===== config.mk =====
export PLATFORM = sky130hd
export DESIGN_NAME = cfg_stream_rom
export DESIGN_NICKNAME = d
export VERILOG_FILES = /design/src/rtl/cfg_stream_pkg.sv /design/src/rtl/cfg_bit_store.sv /design/src/rtl/cfg_bit_ctr.sv /design/src/rtl/cfg_casc_fsm.sv /design/src/rtl/cfg_stream_rom.sv
export SDC_FILE = /design/constraint.sdc
export NUM_CORES = 1
export LEC_CHECK = 0
export ABC_AREA = 1
export BUFFER_PORTS_ARGS = -buffer_cell sky130_fd_sc_hd__buf_2
export CAP_MARGIN = 20
export CORE_MARGIN = 8
export CORE_UTILIZATION = 30
export DETAILED_ROUTE_END_ITERATION = 8
export SLEW_MARGIN = 20
export SYNTH_ARGS = -nofsm -noshare
export SYNTH_HDL_FRONTEND = slang
export SYNTH_SLANG_ARGS = --single-unit
export TNS_END_PERCENT = 100

===== constraint.sdc =====
create_clock -name clk_i -period 1.4 [get_ports clk_i]
set_input_delay 0.28 -clock clk_i [delete_from_list [all_inputs] [get_ports clk_i]]
set_output_delay 0.28 -clock clk_i [all_outputs]
set_load 0.1 [all_outputs]

===== src/rtl/cfg_stream_pkg.sv =====
package cfg_stream_pkg;
  typedef enum logic [1:0] {
    CS_IDLE  = 2'd0,
    CS_HOLD  = 2'd1,
    CS_TRACK = 2'd2
  } casc_st_e;
endpackage


===== src/rtl/cfg_bit_store.sv =====
module cfg_bit_store #(
  parameter int DEPTH = 64,
  parameter int AW    = 6
) (
  input  logic          clk_i,
  input  logic          rst_ni,
  input  logic          wr_en_i,
  input  logic [AW-1:0] wr_addr_i,
  input  logic          wr_bit_i,
  input  logic          pol_wr_i,
  input  logic          pol_bit_i,
  input  logic [AW-1:0] rd_addr_i,
  output logic          rd_bit_o,
  output logic          pol_o
);
  logic [DEPTH-1:0] mem_q;
  logic             pol_q;

  always_ff @(posedge clk_i) begin
    if (wr_en_i) mem_q[wr_addr_i] <= wr_bit_i;
  end

  always_ff @(posedge clk_i or negedge rst_ni) begin
    if (!rst_ni)       pol_q <= 1'b1;
    else if (pol_wr_i) pol_q <= pol_bit_i;
  end

  assign rd_bit_o = mem_q[rd_addr_i];
  assign pol_o    = pol_q;
endmodule


===== src/rtl/cfg_bit_ctr.sv =====
module cfg_bit_ctr #(
  parameter int DEPTH = 64,
  parameter int AW    = 6
) (
  input  logic          clk_i,
  input  logic          rst_ni,
  input  logic          clr_i,
  input  logic          adv_i,
  output logic [AW-1:0] addr_o,
  output logic          at_last_o
);
  localparam logic [AW-1:0] LAST = AW'(DEPTH - 1);

  logic [AW-1:0] addr_q;

  always_ff @(posedge clk_i or negedge rst_ni) begin
    if (!rst_ni)                   addr_q <= '0;
    else if (clr_i)                addr_q <= '0;
    else if (adv_i && !at_last_o)  addr_q <= addr_q + 1'b1;
  end

  assign at_last_o = (addr_q == LAST);
  assign addr_o    = addr_q;
endmodule


===== src/rtl/cfg_casc_fsm.sv =====
module cfg_casc_fsm
  import cfg_stream_pkg::*;
(
  input  logic     clk_i,
  input  logic     rst_ni,
  input  logic     active_i,
  input  logic     oe_act_i,
  input  logic     ce_ni,
  input  logic     last_read_i,
  output casc_st_e st_o,
  output logic     ceo_no
);
  casc_st_e st_q, st_d;

  always_comb begin
    st_d = st_q;
    if (active_i) begin
      if (!oe_act_i) st_d = CS_IDLE;
      else begin
        unique case (st_q)
          CS_IDLE:  if (last_read_i) st_d = CS_HOLD;
          CS_HOLD:  if (ce_ni) st_d = CS_TRACK;
          CS_TRACK: st_d = CS_TRACK;
          default:  st_d = CS_IDLE;
        endcase
      end
    end
  end

  always_ff @(posedge clk_i or negedge rst_ni) begin
    if (!rst_ni) st_q <= CS_IDLE;
    else         st_q <= st_d;
  end

  always_comb begin
    if (!active_i) ceo_no = 1'b1;
    else begin
      unique case (st_q)
        CS_HOLD:  ceo_no = 1'b0;
        CS_TRACK: ceo_no = ce_ni;
        default:  ceo_no = 1'b1;
      endcase
    end
  end

  assign st_o = st_q;
endmodule


===== src/rtl/cfg_stream_rom.sv =====
module cfg_stream_rom
  import cfg_stream_pkg::*;
#(
  parameter int DEPTH = 64,
  localparam int AW   = (DEPTH > 1) ? $clog2(DEPTH) : 1
) (
  input  logic          clk_i,
  input  logic          rst_ni,
  input  logic          ser_en_i,
  input  logic          ce_ni,
  input  logic          rst_oe_i,
  input  logic          ld_we_i,
  input  logic [AW-1:0] ld_addr_i,
  input  logic          ld_bit_i,
  input  logic          pol_we_i,
  input  logic          pol_bit_i,
  output logic          data_o,
  output logic          data_oe_o,
  output logic          ceo_no
);
  logic          pol;
  logic          oe_act;
  logic          rd_bit;
  logic [AW-1:0] addr;
  logic          at_last;
  logic          idle;
  logic          adv;
  logic          clr;
  casc_st_e      st;

  // polarity 1: high level resets, low level enables output
  assign oe_act = pol ? !rst_oe_i : rst_oe_i;
  assign clr    = ser_en_i && !oe_act;
  assign idle   = (st == CS_IDLE);
  assign adv    = ser_en_i && oe_act && !ce_ni && idle;

  cfg_bit_store #(.DEPTH(DEPTH), .AW(AW)) u_store (
    .clk_i     (clk_i),
    .rst_ni    (rst_ni),
    .wr_en_i   (ld_we_i),
    .wr_addr_i (ld_addr_i),
    .wr_bit_i  (ld_bit_i),
    .pol_wr_i  (pol_we_i),
    .pol_bit_i (pol_bit_i),
    .rd_addr_i (addr),
    .rd_bit_o  (rd_bit),
    .pol_o     (pol)
  );

  cfg_bit_ctr #(.DEPTH(DEPTH), .AW(AW)) u_ctr (
    .clk_i     (clk_i),
    .rst_ni    (rst_ni),
    .clr_i     (clr),
    .adv_i     (adv),
    .addr_o    (addr),
    .at_last_o (at_last)
  );

  cfg_casc_fsm u_casc (
    .clk_i       (clk_i),
    .rst_ni      (rst_ni),
    .active_i    (ser_en_i),
    .oe_act_i    (oe_act),
    .ce_ni       (ce_ni),
    .last_read_i (adv && at_last),
    .st_o        (st),
    .ceo_no      (ceo_no)
  );

  assign data_oe_o = adv;
  assign data_o    = adv ? rd_bit : 1'b0;
endmodule


Word level (Yosys, flattened, before mapping)
Cells that the tools add are included.

word-level totals
  flip-flop bits (word level) = 73
  output and inout port bits = 3
  word-level logic and storage cells = 42

operators by class
  $add $sub $neg = 1
  magnitude comparators = 3
  equality and inequality tests = 5
  muxes and demuxes = 15
  reductions and logical operators = 14

operators with widths
  cell                                                                                 number
  64-bit bitwise mux                                                                   1
  6-bit by 7-bit < comparator with 1-bit output, second input constant                 2
  6-bit two-way mux                                                                    2
  1-bit logical AND                                                                    7
  6-bit by 1-bit adder with 6-bit output, second input constant                        1
  1-bit binary-select mux with 6-bit select                                            1
  1-bit demux with 6-bit select                                                        1
  6-bit == test, second input constant                                                 1
  6-bit by 1-bit greater-or-equal comparator with 1-bit output, second input constant  1
  2-bit two-way mux                                                                    3
  2-bit case mux with 3 select lines                                                   1
  1-bit two-way mux                                                                    5
  1-bit logical NOT                                                                    4
  3-bit by 2-bit inequality test with 1-bit output, second input constant              1
  3-bit inequality test, second input constant                                         1
  3-bit AND reduction                                                                  1
  2-bit by 1-bit == test with 1-bit output, second input constant                      1
  2-bit == test, second input constant                                                 1
  2-bit logical NOT                                                                    1
  1-bit case mux with 2 select lines                                                   1
  2-bit nonzero test                                                                   1

Depth between registers and ports, before layout
Gate-level depths: netlist of run 1.

  word-level depth = 9
  mapped depth = 11
  depth with buffers taken out = 10

By module
Synthesis of run 1 repeated with hierarchy kept, for this count alone.

unflattened totals
  cells, all modules = 405
  area total of the unflattened synthesis = 3716.1 um^2

by module, submodules not included
  module          times used  cells an instance  area each (um^2)
  cfg_bit_store   1           309                3056.7
  cfg_bit_ctr     1           53                 399.1
  cfg_casc_fsm    1           24                 181.4
  cfg_stream_rom  1           19                 78.8

Worst setup path before layout of run 1
No wires, ideal clock.

  path kind = register to output
  from = register u_casc.st_q[0] (netlist: u_casc.st_o[0])
  to = output data_o
  arrival = 3.155 ns
  setup slack = -2.035 ns
  stages on the path, launching flop included = 7
  cells stage by stage = dfrtp_1 -> inv_1 -> ha_1 -> inv_1 -> nor3_4 -> inv_2 -> a21oi_1

on the way
  cells in the longest elaborated chain, start to end = 3

ends and longest elaborated chain
  element                 line                  RTL
  from (decl)             cfg_casc_fsm.sv:13    casc_st_e st_q, st_d;
  from (signal assigned)  cfg_casc_fsm.sv:32    else st_q <= st_d;
  2-bit logical NOT       cfg_stream_rom.sv:34  assign idle = (st == CS_IDLE);
  1-bit logical AND       cfg_stream_rom.sv:35  assign adv = ser_en_i && oe_act && !ce_ni && idle;
  named net data_oe_o     cfg_stream_rom.sv:18  output logic data_oe_o,
  1-bit two-way mux       cfg_stream_rom.sv:71  assign data_o = adv ? rd_bit : 1'b0;
  to (decl)               cfg_stream_rom.sv:17  output logic data_o,

The timed path passes the listed nets, and every way through them passes these cells.

Worst setup path in the final report of run 1
  from = register u_ctr.addr_q[0] (netlist: u_ctr.addr_o[0])
  to = output data_o

on the way
  cells in the longest elaborated chain, start to end = 3

ends and longest elaborated chain
  element                                    line                  RTL
  from (decl)                                cfg_bit_ctr.sv:14     logic [AW-1:0] addr_q;
  from (signal assigned)                     cfg_bit_ctr.sv:19     else if (adv_i && !at_last_o) addr_q <= addr_q + 1'b1;
  1-bit binary-select mux with 6-bit select  cfg_bit_store.sv:28   assign rd_bit_o = mem_q[rd_addr_i];
  1-bit two-way mux (not written as such)    cfg_bit_store.sv:28
  1-bit two-way mux                          cfg_stream_rom.sv:71

No other way between the ends. The select of a mux whose other input is x is not followed.

==> results of run 1 <==
## critical path, delay by kind of cell, from the launching register on
kind,cells,cell delay (ns)
AOI/OAI and AO/OA,1,0.21
and+or+nand+nor,7,0.58
DFF,1,0.49
buffers and inverters,2,0.41
## worst max path at each step
stage	from	to	slack (ns)	cells after the start
floorplan	u_casc.st_o[1]$_DFFE_PN0P_	data_o	-1.11	6
global placement	u_ctr.addr_o[0]$_DFFE_PN0P_	data_o	-0.52	10
detailed placement	u_ctr.addr_o[0]$_DFFE_PN0P_	data_o	-0.52	10
CTS	u_ctr.addr_o[0]$_DFFE_PN0P_	data_o	-0.86	10
global route	u_ctr.addr_o[0]$_DFFE_PN0P_	data_o	-0.98	10
finish	u_ctr.addr_o[0]$_DFFE_PN0P_	data_o	-0.89	10
## area by class of cell
cell class	instances	area, µm²
fillers	1178	7260
clock buffers	10	229
inverters	39	161
multi-input cells	277	1330
flip-flops and latches	73	2150
clock inverters	6	90.1
repair buffers	62	504
well taps	147	184
## power breakdown
part | internal [mW] | leakage (nW) | switching [mW]
clock | 1.57 | 0.153 | 0.898
sequential | 2.43 | 0.693 | 0.0669
combinational | 0.693 | 1.01 | 0.956
total | 4.69 | 1.86 | 1.92
## sequential cells by signal, summed over array words and instances, names as in the netlist
signal,count
u_ctr.addr_o,6
u_store.mem_q,64
u_store.pol_o,1
u_casc.st_o,2
## cell families (layout without fill, tap and decap cells)
| logic type | count (synthesis) | in the layout | synth area share (%) |
|---|---|---|---|
| xor gates and xnor gates | 2 | 2 | 0.691 |
| adders and majority gates | 4 | 4 | 1.38 |
| AOI/OAI and AO/OA | 24 | 24 | 3.32 |
| muxes | 1 | 1 | 0.311 |
| DFF | 73 | 73 | 59.3 |
| and+or+nand+nor | 246 | 246 | 28.1 |
| buffers and inverters | 50 | 117 | 6.88 |
## layer usage
metal | global-route usage, % | vias to the layer above | routed length (µm)
met4 | 3.61 | 0 | 169
met2 | 17.2 | 82 | 4050
li1 | - | 1427 | -
met1 | 14.5 | 1349 | 3810
met5 | 0 | - | 0
met3 | 3.80 | 13 | 605
## cells in the final DEF (no fill, tap or decap), drive strengths merged
master,count
dfstp,1
inv,39
buf,61
ha,4
nand3,46
clkinv,3
clkbuf,10
dlygate4sd3,1
clkinvlp,1
bufinv,2
mux2,1
nor2,91
nand4,1
nand2,106
xor2,1
nor3,2
edfxtp,64
a21oi,11
dfrtp,8
xnor2,1
o21ai,13
## through the flow
stage	setup TNS, ns	hold WS [ns]	total power [mW]	worst slack (ns)	std cells
2_1_floorplan	-6.76	-0.0156	3.49	-1.11	400
3_3_place_gp	-1.77	0.153	3.89	-0.519	590
3_5_place_dp	-2.01	0.152	3.90	-0.522	590
4_1_cts	-2.67	0.176	6.52	-0.859	610
5_1_grt	-3.85	0.184	6.91	-0.982	614
6_report	-2.84	0.181	6.61	-0.894	614
## what timing repair did
action / 4_1_cts / 5_1_grt
buffers inserted: 3 / 6
resized for setup: 22 / 15
endpoints found under the setup margin: 11 / 11
hold buffers: 1 / 0
pin swaps: 8 / 4
endpoints found under the hold margin: 8 / 0
==> results.cfg, run 1 <==
[outcome]
status = complete, but fails checks
violations = setup timing

[layout]
finalInstanceArea_um2 = 4650
utilization_pct = 39.0
layout-drive-gt1-share_pct = 22.9
antenna_cells = 0
layout.nets = 481
area_growth_pct = 28.3

[timing]
maxClockFrequency_mhz = 436
drv_slew = 0
finClkSkew_ns = 0.00219
worstMarginPinSlew_ns = 0.950
hold_viol_final = 0
finalCritPeriodShare_pct = 164
finalWorstSetupSlack_ns = -0.894
min_period_ns = 2.29
rsz0062_at_grt = true
finalSetupViolations = 11
maxSlewHeadroom_pct = 36.7

[logic_synthesis]
ys_top_cells_by_area = edfxtp_1 (53%), nand2_1 (11%), nor2_1 (9.2%)
synth_area_per_cell_um2 = 9.05
synth_seq_area_share_pct = 59.3
synth_nets = 419
synth_edf_count = 64
synth_cells = 400
synth_most_common_cell = nand2_1
yosysTopAreaCell = edfxtp_1
synth_top_area_share_pct = 53.1
ys_warn_count = 0
synth_cell_types = 26
async_reset_ff_share_pct = 12.3
ys_seq_elements = 73
synth_ff_type = edfxtp_1
netlist_area_um2 = 3620
synth_common_cells = nand2_1 (104), nor2_1 (89), edfxtp_1 (64)

[critical_path]
timing.rr.end = u_casc.st_o[0]$_DFFE_PN0P_
critPathLaunchType = register
critPathMaxFanout = 11
rr_worst_depth = 10
worstSetupEndpointType = primary output
cp_data_required_time_ns = 1.12
crit_top_cell = nand2_1
path_cells = buf_4 -> nand2_1 -> nand3_1 -> nand3_1 -> nand2_1 -> nand2_1 -> nand2_1 -> nand3_1 -> a21oi_4 -> buf_12
r2r_slack_ns = -0.18
cpPeakStageDelay_ns = 0.49
cpMaxStageDelayCell = dfrtp_2
path_class = reg2out
r2r_start = u_ctr.addr_o[0]$_DFFE_PN0P_
worstPathArrival_ns = 2.01

[clock_tree]
clock_path_buffers = 2
clk_latency_ns = 0.33
clock_sinks = 73
cts_buffers = 9
clk_pin_slew_ns = 0.06
cts_root_buffer = clkbuf_16
cts_tree = built
cts_max_level = 3

[placed_design]
place_area_um2 = 4140
finalWeightedCongestion = 0.842
io_buffers = 17
dp_hpwl_mm = 5.73

[detailed_routing]
finalWirelength_mm = 8.64
viasPerCell = 4.68
drtPass1Iterations = 4
drt_iter0_markers = 199
vias = 2871
drc = 0
wl_per_cell_um = 14.1
ant_nets = 0

[floorplanning]
die_area_um2 = 15800
io_pins = 18
die_x_um = 126
die_h_um = 126
rows = 40
initial_utilization_pct = 30.4
core_um2 = 11900

[global_routing]
grt_pass1_wl_mm = 13.9
grt_use_total_pct = 11.2
grt_overflow = 0
grt_pass1_vias = 2769
grt_max_degree = 65
antenna_found_initial = 0

[power_and_ir_drop]
powerDensity_nw_per_um2 = 1420
p_leak_nw = 1.86
ir_drop_mv = 0.579

[run]
cap_viol_max_count = 0

[hold_path]
hp-class = in2reg
min_from = pol_bit_i
min_path_cells = 2
hold_end = u_store.pol_o$_DFFE_PN1P_
(Power assumes the default switching activity.)
==> inputs of run 2 (changes only) <==
--- a/config.mk
+++ b/config.mk
@@ -8,11 +8,15 @@
 export ABC_AREA = 1
 export BUFFER_PORTS_ARGS = -buffer_cell sky130_fd_sc_hd__buf_2
 export CAP_MARGIN = 20
+export CELL_PAD_IN_SITES_DETAIL_PLACEMENT = 0
+export CELL_PAD_IN_SITES_GLOBAL_PLACEMENT = 1
 export CORE_MARGIN = 8
 export CORE_UTILIZATION = 30
 export DETAILED_ROUTE_END_ITERATION = 8
+export PLACE_DENSITY_LB_ADDON = 0.1
 export SLEW_MARGIN = 20
 export SYNTH_ARGS = -nofsm -noshare
 export SYNTH_HDL_FRONTEND = slang
+export SYNTH_HIERARCHICAL = 1
 export SYNTH_SLANG_ARGS = --single-unit
 export TNS_END_PERCENT = 100
==> run 2 against run 1 <==
The run still ends with setup timing left. Critical path depth is 3 higher. Cell count increased by 4.9%. Setup slack gained 0.039 ns. Sequential power is 2% lower. Sequential share of layout area down 4.1 points. Sequential cell count did not move. Non-clock buffer count up 8. Register-to-register slack worse by 0.18 ns. Final area rose by 9.9%. Largest cell class unchanged. Highest routed layer unchanged.
==> results.cfg, run 2 <==
[outcome]
status = complete, but fails checks
violations = setup timing

[logic_synthesis]
synth_area_per_cell_um2 = 9.18
synth_fa_ha_area_share_pct = 1.35
synth-simple-area-share_pct = 33.1
synth_xor_area_share_pct = 0
synth_top_family_by_area = simple AND/OR/NAND/NOR gates
yosysTopAreaCell = edfxtp_1
synth_cells = 405
synth_common_cells = nand2_1 (105), nand3_1 (71), nor2_1 (66)
synth_edf_count = 64
ys_seq_elements = 73
synth_top_area_share_pct = 51.7
ys_top_cells_by_area = edfxtp_1 (52%), nand2_1 (11%), nand3_1 (9.6%)
synth_cell_types = 25
synth_most_common_cell = nand2_1
synth_nets = 424
netlist_area_um2 = 3720
async_reset_ff_share_pct = 12.3
synth_mux_area_share_pct = 0.303
synth_compound_area_share_pct = 0.404
synth_ff_type = edfxtp_1
ys_warn_count = 6
synth_seq_area_share_pct = 57.8

[placed_design]
io_buffers = 17
dp_hpwl_mm = 6.43
finalWeightedCongestion = 0.713
placed_cells_incl_taps = 618
place_ws_ns = -0.623

[hold_path]
min_path_cells = 2
hp-class = in2reg
min_from = pol_bit_i
hold_end = u_store/pol_o$_DFFE_PN1P_

[global_routing]
grt_use_total_pct = 12.8
grt_overflow = 0
grt_pass1_wl_mm = 16.0
antenna_found_initial = 0
grt_max_degree = 65
grt_pass1_vias = 2920

[layout]
mostFrequentLayoutCell = nand2_1
largest_register_ffs = 64
utilization_pct = 42.3
fin_cells = 644
layout-drive-gt1-share_pct = 37.2
regMostFlops = u_store/mem_q
layout.nets = 490
area_growth_pct = 37.4
layout_common_cells = nand2_1 (76), nor2_1 (64), edfxtp_1 (64), buf_4 (40), nand3_1 (37)
antenna_cells = 0

[detailed_routing]
wl_per_cell_um = 15.5
drt_iter0_markers = 134
drc = 0
ant_nets = 0
viasPerCell = 4.62
finalWirelength_mm = 10.0
drtPass1Iterations = 4
drt-met1-wl_mm = 4.87
route.met2.wl_mm = 4.80
dr.max_layer_used = met4
vias = 2977
met3WireLength_um = 232

[timing]
drv_slew = 0
tns_ns = -3.50
finalCritPeriodShare_pct = 161
maxSlewHeadroom_pct = 33.8
hold_viol_final = 0
finalSetupViolations = 11
worstMarginPinSlew_ns = 0.993
whs_ns = 0.188
finalWorstSetupSlack_ns = -0.856
min_period_ns = 2.26
rsz0062_at_grt = true
finClkSkew_ns = 0.00520
maxClockFrequency_mhz = 443

[clock_tree]
cts_tree = built
clk_latency_ns = 0.33
cts_max_level = 3
cts_buffers = 9
clock_path_buffers = 2
clk_pin_slew_ns = 0.06
clock_sinks = 73
cts_root_buffer = clkbuf_16

[floorplanning]
rows = 40
die_x_um = 127
die_h_um = 127
die_area_um2 = 16200
initial_utilization_pct = 30.8
io_pins = 18
core_um2 = 12100

[critical_path]
critPathLaunchType = register
critPathMaxFanout = 6
cp_data_required_time_ns = 1.12
path_cells = buf_12 -> clkbuf_16 -> nand2_4 -> nand3_2 -> nand3_2 -> nand2_2 -> nand2_1 -> nand3_1 -> nand3_1 -> nand2_2 -> inv_2 -> nor2_4 -> buf_12
critical_path.top_delay_family = simple AND/OR/NAND/NOR gates
cpMaxStageDelayCell = dfrtp_1
cpPeakStageDelay_ns = 0.39
rr_worst_depth = 15
r2r_start = u_ctr/addr_o[1]$_DFFE_PN0P_
r2r_slack_ns = -0.36
worstSetupEndpointType = primary output
path_class = reg2out
timing.rr.end = u_casc/st_o[1]$_DFFE_PN0P_
worst-path-buf-inv = 4
worstPathArrival_ns = 1.98

[run]
cap_viol_max_count = 0

[power_and_ir_drop]
powerDensity_nw_per_um2 = 1310
ir_drop_mv = 0.743
p_leak_nw = 2.04
## run 2: cell count changes in the layout (fill, tap and decap cells not counted), sizes merged, moves of 8 or more
| cell | previous run | this run |
|---|---|---|
| nand3 | 46 | 73 |
| nor2 | 91 | 68 |
| o21ai | 13 | 0 |
| a21oi | 11 | 0 |
| nand4 | 1 | 11 |
| nor4 | 0 | 8 |
## run 2: worst max path at each step
| stage | to | cells past startpoint | start |
|---|---|---|---|
| after floorplan | ceo_no | 3 | u_casc/st_o[0]$_DFFE_PN0P_ |
| after global placement | data_o | 13 | u_ctr/addr_o[0]$_DFFE_PN0P_ |
| after detailed placement | data_o | 13 | u_ctr/addr_o[0]$_DFFE_PN0P_ |
| after CTS | data_o | 13 | u_ctr/addr_o[0]$_DFFE_PN0P_ |
| after global routing | data_o | 13 | u_ctr/addr_o[0]$_DFFE_PN0P_ |
| final | data_o | 13 | u_ctr/addr_o[0]$_DFFE_PN0P_ |
## run 2: final cells by class
| cell class | instances | area [µm²] |
|---|---|---|
| multi-input cells | 281 | 1620 |
| fillers | 1189 | 6950 |
| clock buffers | 9 | 225 |
| clock inverters | 7 | 76.3 |
| repair buffers | 70 | 657 |
| inverters | 36 | 170 |
| flip-flops and latches | 73 | 2150 |
| well taps | 168 | 210 |
## run 2: logic make-up after synthesis
| logic type | after synthesis |
|---|---|
| AO/OA/AOI/OAI | 2 |
| multiplexers | 1 |
| flip-flops | 73 |
| adder cells (fa/ha/maj) | 4 |
| AND/OR/NAND/NOR | 274 |
| buffers and inverters | 51 |
## run 2: metal layers
| metal | track usage (%) | vias up |
|---|---|---|
| met5 | 0 | - |
| met4 | 3.57 | 0 |
| met3 | 2.41 | 11 |
| met2 | 21.3 | 44 |
| met1 | 16.6 | 1431 |
| li1 | - | 1491 |
## run 2: metrics by stage
step                power, mW  cell area [µm²]
finish                   6.70             5110
floorplan                3.40             3760
CTS                      6.38             4780
global placement         3.88             4340
global route             7.03             5110
detailed placement       3.87             4340
## run 2: report_power, final
part | leakage [nW] | switching, mW | internal [mW]
Clock | 0.144 | 0.920 | 1.39
Combinational | 1.20 | 1.12 | 0.811
Sequential | 0.692 | 0.0396 | 2.41
## run 2: timing repair
action	CTS	global route
cloned	2	2
hold endpoints to repair	8	0
hold buffers	1	0
setup buffers	4	2
pin swaps	5	41
setup endpoints to repair	11	11
gates resized for setup	22	69
==> inputs of run 3 (changes only) <==
--- a/config.mk
+++ b/config.mk
@@ -14,6 +14,7 @@
 export CORE_UTILIZATION = 30
 export DETAILED_ROUTE_END_ITERATION = 8
 export PLACE_DENSITY_LB_ADDON = 0.1
+export SKIP_CTS_REPAIR_TIMING = 1
 export SLEW_MARGIN = 20
 export SYNTH_ARGS = -nofsm -noshare
 export SYNTH_HDL_FRONTEND = slang
==> run 3 against run 2 <==
The flow still finishes with violations (setup timing). Clock-buffer cell count unchanged. Die area is the same. Via count fell by 0.91%. Critical path depth did not move. Sequential share of layout area rose by 0.41 points. Core utilization shrank 0.38 points. Critical endpoint unchanged. Largest power group unchanged.
==> results.cfg, run 3 (same netlist as run 2, synthesis figures left out) <==
[outcome]
status = complete, but fails checks
violations = setup timing

[floorplanning]
io_pins = 18
die_h_um = 127
die_x_um = 127
rows = 40
die_area_um2 = 16200
core_um2 = 12100
initial_utilization_pct = 30.8

[timing]
finalSetupViolations = 11
rsz0062_at_grt = true
tns_ns = -3.20
finalCritPeriodShare_pct = 161
maxSlewHeadroom_pct = 33.9
min_period_ns = 2.26
drv_slew = 0
worstMarginPinSlew_ns = 0.992
hold_viol_final = 0
finClkSkew_ns = 0.00517
finalWorstSetupSlack_ns = -0.856
maxClockFrequency_mhz = 443

[clock_tree]
clock_sinks = 73
cts_tree = built
cts_root_buffer = clkbuf_16
cts_max_level = 3
cts_buffers = 9
clk_latency_ns = 0.32
clock_path_buffers = 2
clk_pin_slew_ns = 0.06

[layout]
regMostFlops = u_store/mem_q
layout_common_cells = nand2_1 (81), edfxtp_1 (64), nor2_1 (63), nand3_1 (42), buf_4 (40)
mostFrequentLayoutCell = nand2_1
area_growth_pct = 36.2
largest_register_ffs = 64
layout-drive-gt1-share_pct = 35.4
layout.nets = 489
antenna_cells = 0

[detailed_routing]
drc = 0
ant_nets = 0
finalWirelength_mm = 10.0
wl_per_cell_um = 15.6
drtPass1Iterations = 4
vias = 2950
drt_iter0_markers = 146
viasPerCell = 4.59

[placed_design]
finalWeightedCongestion = 0.713
dp_hpwl_mm = 6.43
io_buffers = 17

[power_and_ir_drop]
powerDensity_nw_per_um2 = 1300
ir_drop_mv = 0.696
p_leak_nw = 2.01
p_total_mw = 6.60

[hold_path]
hold_end = u_store/pol_o$_DFFE_PN1P_
min_from = pol_bit_i
min_path_cells = 2
hp-class = in2reg

[critical_path]
rr_worst_depth = 14
critPathMaxFanout = 7
critPathLaunchType = register
worst-path-buf-inv = 4
path_class = reg2out
worstSetupEndpointType = primary output
path_cells = buf_12 -> clkbuf_16 -> nand2_4 -> nand3_2 -> nand3_1 -> nand2_1 -> nand2_1 -> nand3_1 -> nand3_1 -> nand2_2 -> inv_2 -> nor2_4 -> buf_12
crit_top_cell = nand3_1
r2r_start = u_ctr/addr_o[1]$_DFFE_PN0P_
worstPathArrival_ns = 1.98
critical_path.top_delay_family = simple AND/OR/NAND/NOR gates
r2r_slack_ns = -0.30
cpMaxStageDelayCell = dfrtp_1
cp_data_required_time_ns = 1.12
timing.rr.end = u_casc/st_o[1]$_DFFE_PN0P_
cpPeakStageDelay_ns = 0.39

[global_routing]
grt_max_degree = 65
grt_overflow = 0
grt_use_total_pct = 12.4
grt_pass1_wl_mm = 15.6
grt_pass1_vias = 2872
antenna_found_initial = 0

[run]
cap_viol_max_count = 0
==> run 3: cell count changes in the layout (fill, tap and decap cells not counted), moves of 5 or more <==
| cell | delta |
|---|---|
| nand3_1 | +5 |
| nand2_1 | +5 |
| nand3_2 | -5 |
| nand2_2 | -5 |
==> run 3: worst max path at each step <==
stage | startpoint | slack [ns] | end | cells after the start
floorplan | u_casc/st_o[0]$_DFFE_PN0P_ | -0.97 | ceo_no | 3
finish | u_ctr/addr_o[0]$_DFFE_PN0P_ | -0.86 | data_o | 13
global route | u_ctr/addr_o[0]$_DFFE_PN0P_ | -0.98 | data_o | 13
CTS | u_ctr/addr_o[0]$_DFFE_PN0P_ | -0.98 | data_o | 13
detailed placement | u_ctr/addr_o[0]$_DFFE_PN0P_ | -0.62 | data_o | 13
global placement | u_ctr/addr_o[0]$_DFFE_PN0P_ | -0.60 | data_o | 13
==> run 3: through the flow <==
step           setup slack [ns]  cell area, µm²  instances  hold WS (ns)  util [%]
6_report                 -0.856            5060        643         0.190      42.0
5_1_grt                  -0.976            5060        643         0.182      42.0
4_1_cts                  -0.981            4640        634        -0.204      38.5
3_5_place_dp             -0.623            4340        618         0.149      36.0
3_3_place_gp             -0.600            4340        618         0.155      36.0
2_1_floorplan            -0.966            3760        405       -0.0156         -
==> run 3: final cells by class <==
class                   count  area [µm²]
fillers                  1212        7000
flip-flops and latches     73        2150
multi-input cells         281        1590
repair buffers             69         634
clock buffers               9         225
well taps                 168         210
inverters                  36         170
clock inverters             7        76.3
==> run 3: per-layer routing <==
| metal | vias to the layer above | GRT usage, % | part of all wire, % |
|---|---|---|---|
| met5 | - | 0 | 0 |
| met4 | 0 | 3.57 | 0.97 |
| met3 | 9 | 2.41 | 2.8 |
| met2 | 35 | 20.5 | 48 |
| met1 | 1419 | 16.0 | 48 |
| li1 | 1487 | - | - |
==> run 3: power breakdown <==
group / total [mW] / switching, mW / internal, mW
logic: 1.84 / 1.08 / 0.758
registers: 2.45 / 0.0409 / 2.41
clock network: 2.31 / 0.912 / 1.39
total: 6.60 / 2.03 / 4.57
